===== src/rtl/lcdt_pkg.sv =====
package lcdt_pkg;

    localparam int unsigned CW = 11;   // coordinate and geometry width
    localparam int unsigned DW = 8;    // divisor width
    localparam int unsigned AW = 4;    // register index width

    typedef logic [CW-1:0] coord_t;

    typedef struct packed {
        coord_t h_total;
        coord_t hs_on;
        coord_t hs_off;
        coord_t h_start;
        coord_t h_len;
        coord_t v_total;
        coord_t vs_on;
        coord_t vs_off;
        coord_t v_start;
        coord_t v_len;
    } geom_t;

    typedef enum logic [AW-1:0] {
        A_HTOT   = 4'd0,
        A_HSON   = 4'd1,
        A_HSOFF  = 4'd2,
        A_HSTART = 4'd3,
        A_HLEN   = 4'd4,
        A_VTOT   = 4'd5,
        A_VSON   = 4'd6,
        A_VSOFF  = 4'd7,
        A_VSTART = 4'd8,
        A_VLEN   = 4'd9,
        A_DIV    = 4'd10,
        A_POL    = 4'd11,
        A_GPIO   = 4'd12,
        A_SWAP   = 4'd13
    } addr_e;

    localparam geom_t GEOM_RESET = '{
        h_total: CW'(1344), hs_on: CW'(0),   hs_off: CW'(100),
        h_start: CW'(160),  h_len: CW'(1024),
        v_total: CW'(635),  vs_on: CW'(0),   vs_off: CW'(10),
        v_start: CW'(23),   v_len: CW'(600)
    };

    // pos inside [lo, lo+len)
    function automatic logic in_span(coord_t pos, coord_t lo, coord_t len);
        return ({1'b0, pos} >= {1'b0, lo}) &&
               ({1'b0, pos} < ({1'b0, lo} + {1'b0, len}));
    endfunction

    // pos inside [on, off)
    function automatic logic in_range(coord_t pos, coord_t on, coord_t off);
        return (pos >= on) && (pos < off);
    endfunction

    // visible region does not leave room before the total
    function automatic logic overrun(coord_t lo, coord_t len, coord_t total);
        return ({1'b0, lo} + {1'b0, len}) >= {1'b0, total};
    endfunction

    // position is the last one before wrap
    function automatic logic is_last(coord_t pos, coord_t total);
        return ({1'b0, pos} + (CW+1)'(1)) >= {1'b0, total};
    endfunction

endpackage


===== src/rtl/lcdt_regs.sv =====
module lcdt_regs
    import lcdt_pkg::*;
(
    input  logic          clk,
    input  logic          rst,
    input  logic          wr_en,
    input  logic [AW-1:0] wr_addr,
    input  logic [CW-1:0] wr_data,
    input  logic          load_live,
    input  logic          frame_wrap,
    output geom_t         live,
    output logic [DW-1:0] div,
    output logic          pol,
    output logic          disp,
    output logic          cfg_err,
    output logic          swap_done
);

    geom_t staged;
    logic  swap_pend;
    logic  swap_req;

    assign swap_req = wr_en && (addr_e'(wr_addr) == A_SWAP) && wr_data[0];

    always_ff @(posedge clk) begin
        if (rst) begin
            staged <= GEOM_RESET;
            div    <= '0;
            pol    <= 1'b0;
            disp   <= 1'b0;
        end else if (wr_en) begin
            case (addr_e'(wr_addr))
                A_HTOT:   staged.h_total <= wr_data;
                A_HSON:   staged.hs_on   <= wr_data;
                A_HSOFF:  staged.hs_off  <= wr_data;
                A_HSTART: staged.h_start <= wr_data;
                A_HLEN:   staged.h_len   <= wr_data;
                A_VTOT:   staged.v_total <= wr_data;
                A_VSON:   staged.vs_on   <= wr_data;
                A_VSOFF:  staged.vs_off  <= wr_data;
                A_VSTART: staged.v_start <= wr_data;
                A_VLEN:   staged.v_len   <= wr_data;
                A_DIV:    div            <= wr_data[DW-1:0];
                A_POL:    pol            <= wr_data[0];
                A_GPIO:   disp           <= wr_data[7];
                default:  ;
            endcase
        end
    end

    // working copy follows the staged copy only at safe points
    always_ff @(posedge clk) begin
        if (rst)            live <= GEOM_RESET;
        else if (load_live) live <= staged;
    end

    always_ff @(posedge clk) begin
        if (rst) begin
            swap_pend <= 1'b0;
            swap_done <= 1'b0;
        end else if (frame_wrap) begin
            swap_done <= swap_pend;
            swap_pend <= swap_req;
        end else begin
            swap_done <= 1'b0;
            swap_pend <= swap_pend | swap_req;
        end
    end

    assign cfg_err = overrun(staged.h_start, staged.h_len, staged.h_total) ||
                     overrun(staged.v_start, staged.v_len, staged.v_total);

    a_r8_live_frozen: assert property (@(posedge clk) disable iff (rst)
        !load_live |=> $stable(live));

    a_r9_swap_on_wrap: assert property (@(posedge clk) disable iff (rst)
        !frame_wrap |=> !swap_done);

endmodule


===== src/rtl/lcdt_pixdiv.sv =====
module lcdt_pixdiv
    import lcdt_pkg::*;
(
    input  logic          clk,
    input  logic          rst,
    input  logic [DW-1:0] div,
    input  logic          pol,
    output logic          ce,
    output logic          pclk_out
);

    logic [DW-1:0] cnt_q;
    logic          run;
    logic          last;

    assign run  = (div != '0);
    assign last = run && (({1'b0, cnt_q} + (DW+1)'(1)) >= {1'b0, div});
    assign ce   = last;

    always_ff @(posedge clk) begin
        if (rst || !run)  cnt_q <= '0;
        else if (last)    cnt_q <= '0;
        else              cnt_q <= cnt_q + DW'(1);
    end

    // first half of the pixel period at the idle level, second half inverted
    assign pclk_out = run ? ((cnt_q >= (div >> 1)) ^ pol) : pol;

    a_r1_cnt_idle: assert property (@(posedge clk) disable iff (rst)
        (div == '0) |=> (cnt_q == '0));

    a_r3_phase_after_tick: assert property (@(posedge clk) disable iff (rst)
        (ce && div >= DW'(2)) |=>
            (pclk_out == pol || div != $past(div) || pol != $past(pol)));

endmodule


===== src/rtl/lcdt_scan.sv =====
module lcdt_scan
    import lcdt_pkg::*;
(
    input  logic   clk,
    input  logic   rst,
    input  logic   run,
    input  logic   ce,
    input  geom_t  live,
    output logic   hsync,
    output logic   vsync,
    output logic   de,
    output coord_t x,
    output coord_t y,
    output logic   frame_wrap,
    output logic   frame_start
);

    coord_t h_q, v_q;
    logic   h_last, v_last;
    logic   h_act, v_act;

    assign h_last     = is_last(h_q, live.h_total);
    assign v_last     = is_last(v_q, live.v_total);
    assign frame_wrap = ce && h_last && v_last;

    always_ff @(posedge clk) begin
        if (rst || !run) begin
            h_q         <= '0;
            v_q         <= '0;
            frame_start <= 1'b0;
        end else begin
            frame_start <= frame_wrap;
            if (ce) begin
                if (h_last) begin
                    h_q <= '0;
                    v_q <= v_last ? '0 : v_q + CW'(1);
                end else begin
                    h_q <= h_q + CW'(1);
                end
            end
        end
    end

    assign h_act = in_span(h_q, live.h_start, live.h_len);
    assign v_act = in_span(v_q, live.v_start, live.v_len);

    assign hsync = run && in_range(h_q, live.hs_on, live.hs_off);
    assign vsync = run && in_range(v_q, live.vs_on, live.vs_off);
    assign de    = run && h_act && v_act;
    assign x     = de ? (h_q - live.h_start) : '0;
    assign y     = de ? (v_q - live.v_start) : '0;

    a_r1_hold_origin: assert property (@(posedge clk) disable iff (rst)
        !run |=> (h_q == '0 && v_q == '0));

    a_r7_strobe_at_origin: assert property (@(posedge clk) disable iff (rst)
        frame_start |-> (h_q == '0 && v_q == '0));

    a_r4_h_in_line: assert property (@(posedge clk) disable iff (rst)
        (run && live.h_total != '0) |-> (h_q < live.h_total));

    a_r4_v_in_frame: assert property (@(posedge clk) disable iff (rst)
        (run && live.v_total != '0) |-> (v_q < live.v_total));

endmodule


===== src/rtl/lcdt_timing_gen.sv =====
module lcdt_timing_gen
    import lcdt_pkg::*;
(
    input  logic          clk,
    input  logic          rst,
    input  logic          wr_en,
    input  logic [AW-1:0] wr_addr,
    input  logic [CW-1:0] wr_data,
    output logic          pix_ce,
    output logic          pclk_out,
    output logic          hsync,
    output logic          vsync,
    output logic          de,
    output logic [CW-1:0] px_x,
    output logic [CW-1:0] px_y,
    output logic          frame_start,
    output logic          swap_done,
    output logic          disp_en,
    output logic          cfg_err
);

    geom_t         live;
    logic [DW-1:0] div;
    logic          pol;
    logic          run;
    logic          frame_wrap;
    logic          load_live;

    assign run       = (div != '0);
    assign load_live = !run || frame_wrap;

    lcdt_regs u_regs (
        .clk        (clk),
        .rst        (rst),
        .wr_en      (wr_en),
        .wr_addr    (wr_addr),
        .wr_data    (wr_data),
        .load_live  (load_live),
        .frame_wrap (frame_wrap),
        .live       (live),
        .div        (div),
        .pol        (pol),
        .disp       (disp_en),
        .cfg_err    (cfg_err),
        .swap_done  (swap_done)
    );

    lcdt_pixdiv u_div (
        .clk      (clk),
        .rst      (rst),
        .div      (div),
        .pol      (pol),
        .ce       (pix_ce),
        .pclk_out (pclk_out)
    );

    lcdt_scan u_scan (
        .clk         (clk),
        .rst         (rst),
        .run         (run),
        .ce          (pix_ce),
        .live        (live),
        .hsync       (hsync),
        .vsync       (vsync),
        .de          (de),
        .x           (px_x),
        .y           (px_y),
        .frame_wrap  (frame_wrap),
        .frame_start (frame_start)
    );

endmodule


===== config.mk =====
export PLATFORM = sky130hd
export DESIGN_NAME = lcdt_timing_gen
export DESIGN_NICKNAME = d
export VERILOG_FILES = /design/src/rtl/lcdt_pkg.sv /design/src/rtl/lcdt_regs.sv /design/src/rtl/lcdt_pixdiv.sv /design/src/rtl/lcdt_scan.sv /design/src/rtl/lcdt_timing_gen.sv
export SDC_FILE = /design/constraint.sdc
export NUM_CORES = 1
export LEC_CHECK = 0
export ABC_AREA = 1
export ABC_CLOCK_PERIOD_IN_PS = 3900
export BUFFER_PORTS_ARGS = -buffer_cell sky130_fd_sc_hd__buf_2
export CAP_MARGIN = 30
export CORE_MARGIN = 2
export CORE_UTILIZATION = 55
export CTS_CLUSTER_SIZE = 20
export DETAILED_ROUTE_END_ITERATION = 10
export HOLD_SLACK_MARGIN = 0.15
export PLACE_DENSITY = 0.72
export SETUP_SLACK_MARGIN = 0.2
export SLEW_MARGIN = 20
export SYNTH_ARGS = -nofsm -noshare
export SYNTH_HDL_FRONTEND = slang
export SYNTH_HIERARCHICAL = 1
export SYNTH_SLANG_ARGS = --single-unit

===== constraint.sdc =====
create_clock -name clk -period 3.9 [get_ports clk]
set_input_delay 0.585 -clock clk [delete_from_list [all_inputs] [get_ports clk]]
set_output_delay 0.585 -clock clk [all_outputs]
set_load 0.02 [all_outputs]

==> impl_metrics.env <==
export IMPL_nNetsFinal=2588
export IMPL_max_slew_margin_pct=55.2
export IMPL_wl_met3_um=3260
export IMPL_power_per_cell_area_mw_per_mm2=368
export IMPL_rsz0062_at_grt="yes"
export IMPL_wl_per_cell_um=16.4
export IMPL_combPwrFrac_pct=18.7
export IMPL_max_clock_freq_mhz=263
export IMPL_syn_area_per_cell_um2=7.13
export IMPL_cts_root_buf="clkbuf_16"
export IMPL_cts_buffers=28
export IMPL_ys_seq_area_share_pct=31.6
export IMPL_cts_sinks=263
export IMPL_ys_types=49
export IMPL_synth_nets=2549
export IMPL_wl_um=45700
export IMPL_worstMarginPinSlew_ns=0.671
export IMPL_holdWs_ns=0.412
export IMPL_cts_htree_levels=1
export IMPL_via_per_inst=5.50
export IMPL_synth_seq_cells=263
export IMPL_seqCellArea_mm2=0.00534
export IMPL_insertion_delay_ns=0.54
export IMPL_power_frac_seq_pct=41.7
export IMPL_synthesis_area_mm2=0.0167
export IMPL_coreArea_mm2=0.0297
export IMPL_hpwlAfterDp_um=31700
export IMPL_antenna_found_initial=0
export IMPL_io_pins=49
export IMPL_final_layout_size_suffix_gt1_share_pct=15.9
export IMPL_synth_edff_count=0
export IMPL_setup_violations=0
export IMPL_firstDrtPassIters=7
export IMPL_cp_start_kind="flop"
export IMPL_first_global_vias=13900
export IMPL_p_sw_mw=2.03
export IMPL_slew_viol_final=0
export IMPL_place_congestion=0.906
export IMPL_top_layer="met4"
export IMPL_cap_violations=0
export IMPL_hold_violations=0
export IMPL_power_frac_clock_pct=39.6
export IMPL_drt_initial_drc_count=1399
export IMPL_required_ns=3.31
export IMPL_yosysWarnings=6
export IMPL_die_area_mm2=0.0317
export IMPL_drtAntennaViolNets=0
export IMPL_cpMaxStageDelayCell="dfxtp_2"
export IMPL_drc=0
export IMPL_status="complete, no violations"
export IMPL_hp_class="in2reg"
export IMPL_portBuffers=48
export IMPL_synthArstFlopShare_pct=0
export IMPL_syn_instance_count=2335
export IMPL_critPathCaptureType="primary output"
export IMPL_n_fill_cell=2605
export IMPL_die_h_um=178
export IMPL_vias=15300
export IMPL_tns_ns=0
export IMPL_grt_usage_pct=28.0
export IMPL_p_sw_share_pct=29.0
export IMPL_wl_met1_um=21400
export IMPL_grt_max_degree=104
export IMPL_multi_input_area_mm2=0.0102
export IMPL_grt_overflow_total=0
export IMPL_p_leak_nw=9.14
export IMPL_grt_pass1_wl_um=71100
export IMPL_cts_tree="done"
export IMPL_fin_crit_ns=3.80
export IMPL_cts_max_path_buffers=3
export IMPL_final_core_util_pct=63.9
export IMPL_antenna_cells=0
export IMPL_start_util_pct=56.1
export IMPL_p_int_mw=4.96
export IMPL_critical_path_max_fanout=6
export IMPL_max_stage_delay_ns=0.34
export IMPL_wl_met2_um=19800
export IMPL_synth_main_ff_cell="dfxtp_1"
export IMPL_die_w_um=178
export IMPL_path_cells="ha_1 -> nand3_1 -> nand2_2 -> a31oi_1 -> xor2_1 -> ha_1 -> a21oi_1 -> o21a_1 -> nand2_1 -> nand2_1 -> nand2_1 -> nand2_2 -> nand4_4 -> clkbuf_16 -> nor2_2 -> buf_6"
export IMPL_worstPathArrival_ns=3.22
export IMPL_critPathKind="reg2out"
export IMPL_rows=63
export IMPL_min_period_over_period_pct=97.5
export IMPL_path_common_cell="nand2_1"
export IMPL_ir_worst_vdd_v=0.000302
export IMPL_clkTransAtPathRegs_ns=0.06
export IMPL_finClkSkew_ns=0.00929
export IMPL_syn_to_final_growth_pct=14.0
[flip-flops by register name, summed over array words and instances, names as in the netlist]
register,cells
u_div/cnt_q,8
u_regs/disp,1
u_regs/div,8
u_regs/live,110
u_regs/pol,1
u_regs/staged,110
u_regs/swap_done,1
u_regs/swap_pend,1
u_scan/frame_start,1
u_scan/h_q,11
u_scan/v_q,11
[power by group through the flow]
stage | clock network (mW) | registers [mW] | logic, mW
final | 2.77 | 2.91 | 1.30
after global routing | 2.91 | 2.93 | 1.46
after CTS | 2.80 | 2.91 | 1.22
after detailed placement | 0 | 2.96 | 1.18
after global placement | 0 | 2.96 | 1.14
after floorplan | 0 | 2.93 | 0.898
[critical path, delay by kind of cell (launching register included)]
kind	cells	cell delay, ns
AOI/OAI and AO/OA	3	0.47
xor gates and xnor gates	1	0.19
adders and majority gates	2	0.57
buffers and inverters	2	0.34
DFF	1	0.34
and+or+nand+nor	8	0.75
[synth_stat cells (4+ instances only)]
cell,number,area (um2)
a21o_1,9,67.6
a21oi_1,138,691
a21oi_2,4,35.0
a31oi_1,9,56.3
buf_2,23,115
buf_4,4,30.0
buf_6,22,248
clkbuf_1,38,143
dfxtp_1,263,5270
fa_1,6,120
ha_1,190,2380
inv_1,265,995
inv_2,25,93.8
nand2_1,381,1430
nand2_2,4,25.0
nand3_1,99,495
nand3_2,12,120
nand4_1,20,125
nor2_1,405,1520
nor2_2,61,382
nor2_4,15,169
nor3_1,18,90.1
nor3_2,4,40.0
o211ai_1,14,105
o21a_1,4,30.0
o21ai_0,140,701
o21ai_1,66,330
o21bai_1,4,30.0
xnor2_1,19,166
xor2_1,47,412
[routing by layer]
metal,track usage (%),vias up
li1,-,7585
met1,41.0,7096
met2,43.7,537
met3,3.01,81
met4,7.17,0
met5,0,-
[logic make-up after synthesis]
group,share of synthesized area [%]
AND/OR/NAND/NOR,27.2
AO/OA/AOI/OAI,12.8
buffers and inverters,9.90
flip-flops,31.6
adder cells (fa/ha/maj),15.0
XOR/XNOR,3.57
[layout by cell type, fill, tap and decap left out, types with 4 or more instances in the layout]
| cell type | instances |
|---|---|
| ha_4 | 16 |
| nand2_2 | 16 |
| fa_2 | 4 |
| a21o_1 | 9 |
| buf_2 | 28 |
| a21oi_1 | 124 |
| clkbuf_8 | 6 |
| clkbuf_1 | 5 |
| clkbuf_16 | 33 |
| o21bai_1 | 4 |
| a21oi_2 | 17 |
| nor3_1 | 17 |
| buf_4 | 40 |
| a31oi_1 | 8 |
| nor3_2 | 5 |
| o21ai_1 | 65 |
| dfxtp_4 | 13 |
| ha_1 | 171 |
| nand3_1 | 98 |
| o21ai_0 | 138 |
| xor2_1 | 45 |
| inv_1 | 263 |
| nand4_1 | 20 |
| dfxtp_1 | 231 |
| nand2_1 | 369 |
| dfxtp_2 | 19 |
| o211ai_1 | 14 |
| o21a_1 | 4 |
| nor2_4 | 29 |
| nor2_1 | 398 |
| xnor2_1 | 19 |
| nand3_2 | 13 |
| nor2_2 | 54 |
| buf_12 | 6 |
| inv_2 | 26 |
| o21ai_2 | 4 |
| buf_6 | 19 |
[final cells by class]
cell class / count / share of cell area [%]
multi-input combinational: 1691 / 53.8
sequential: 263 / 28.1
inverter: 293 / 5.86
timing repair buffer: 97 / 4.61
clock buffer: 40 / 4.36
tap: 390 / 2.57
clock inverter: 10 / 0.738
[repair_timing]
action | CTS | global route
setup buffers | 10 | 8
pin swaps | 14 | 23
hold endpoints to repair | 0 | 0
setup endpoints to repair | 24 | 110
hold buffers | 0 | 0
resized for setup | 63 | 110
cloned | 0 | 5
[through the flow]
stage / cell area, um2 / std cells / setup slack (ns) / power (mW)
5_1_grt: 19000 / 2784 / -0.0946 / 7.29
4_1_cts: 18400 / 2771 / 0.113 / 6.93
6_report: 19000 / 2784 / 0.0985 / 6.98
3_5_place_dp: 17100 / 2711 / 0.412 / 4.14
3_3_place_gp: 17100 / 2711 / 0.455 / 4.10
2_1_floorplan: 16700 / 2335 / 0.233 / 3.83
[path summary, 6_finish.rpt]
path / slack, ns / end / cells past startpoint / start
hold reg to reg: 0.46 / u_regs/disp / 2 / u_regs/disp
setup reg to reg: 0.46 / u_regs/live[20] / 20 / u_scan/h_q[0]
setup / recovery: 0.1 / px_x[9] / 16 / u_regs/live[1]
hold / removal: 0.41 / u_regs/disp / 3 / wr_addr[3]
(Power assumes the default switching activity.)
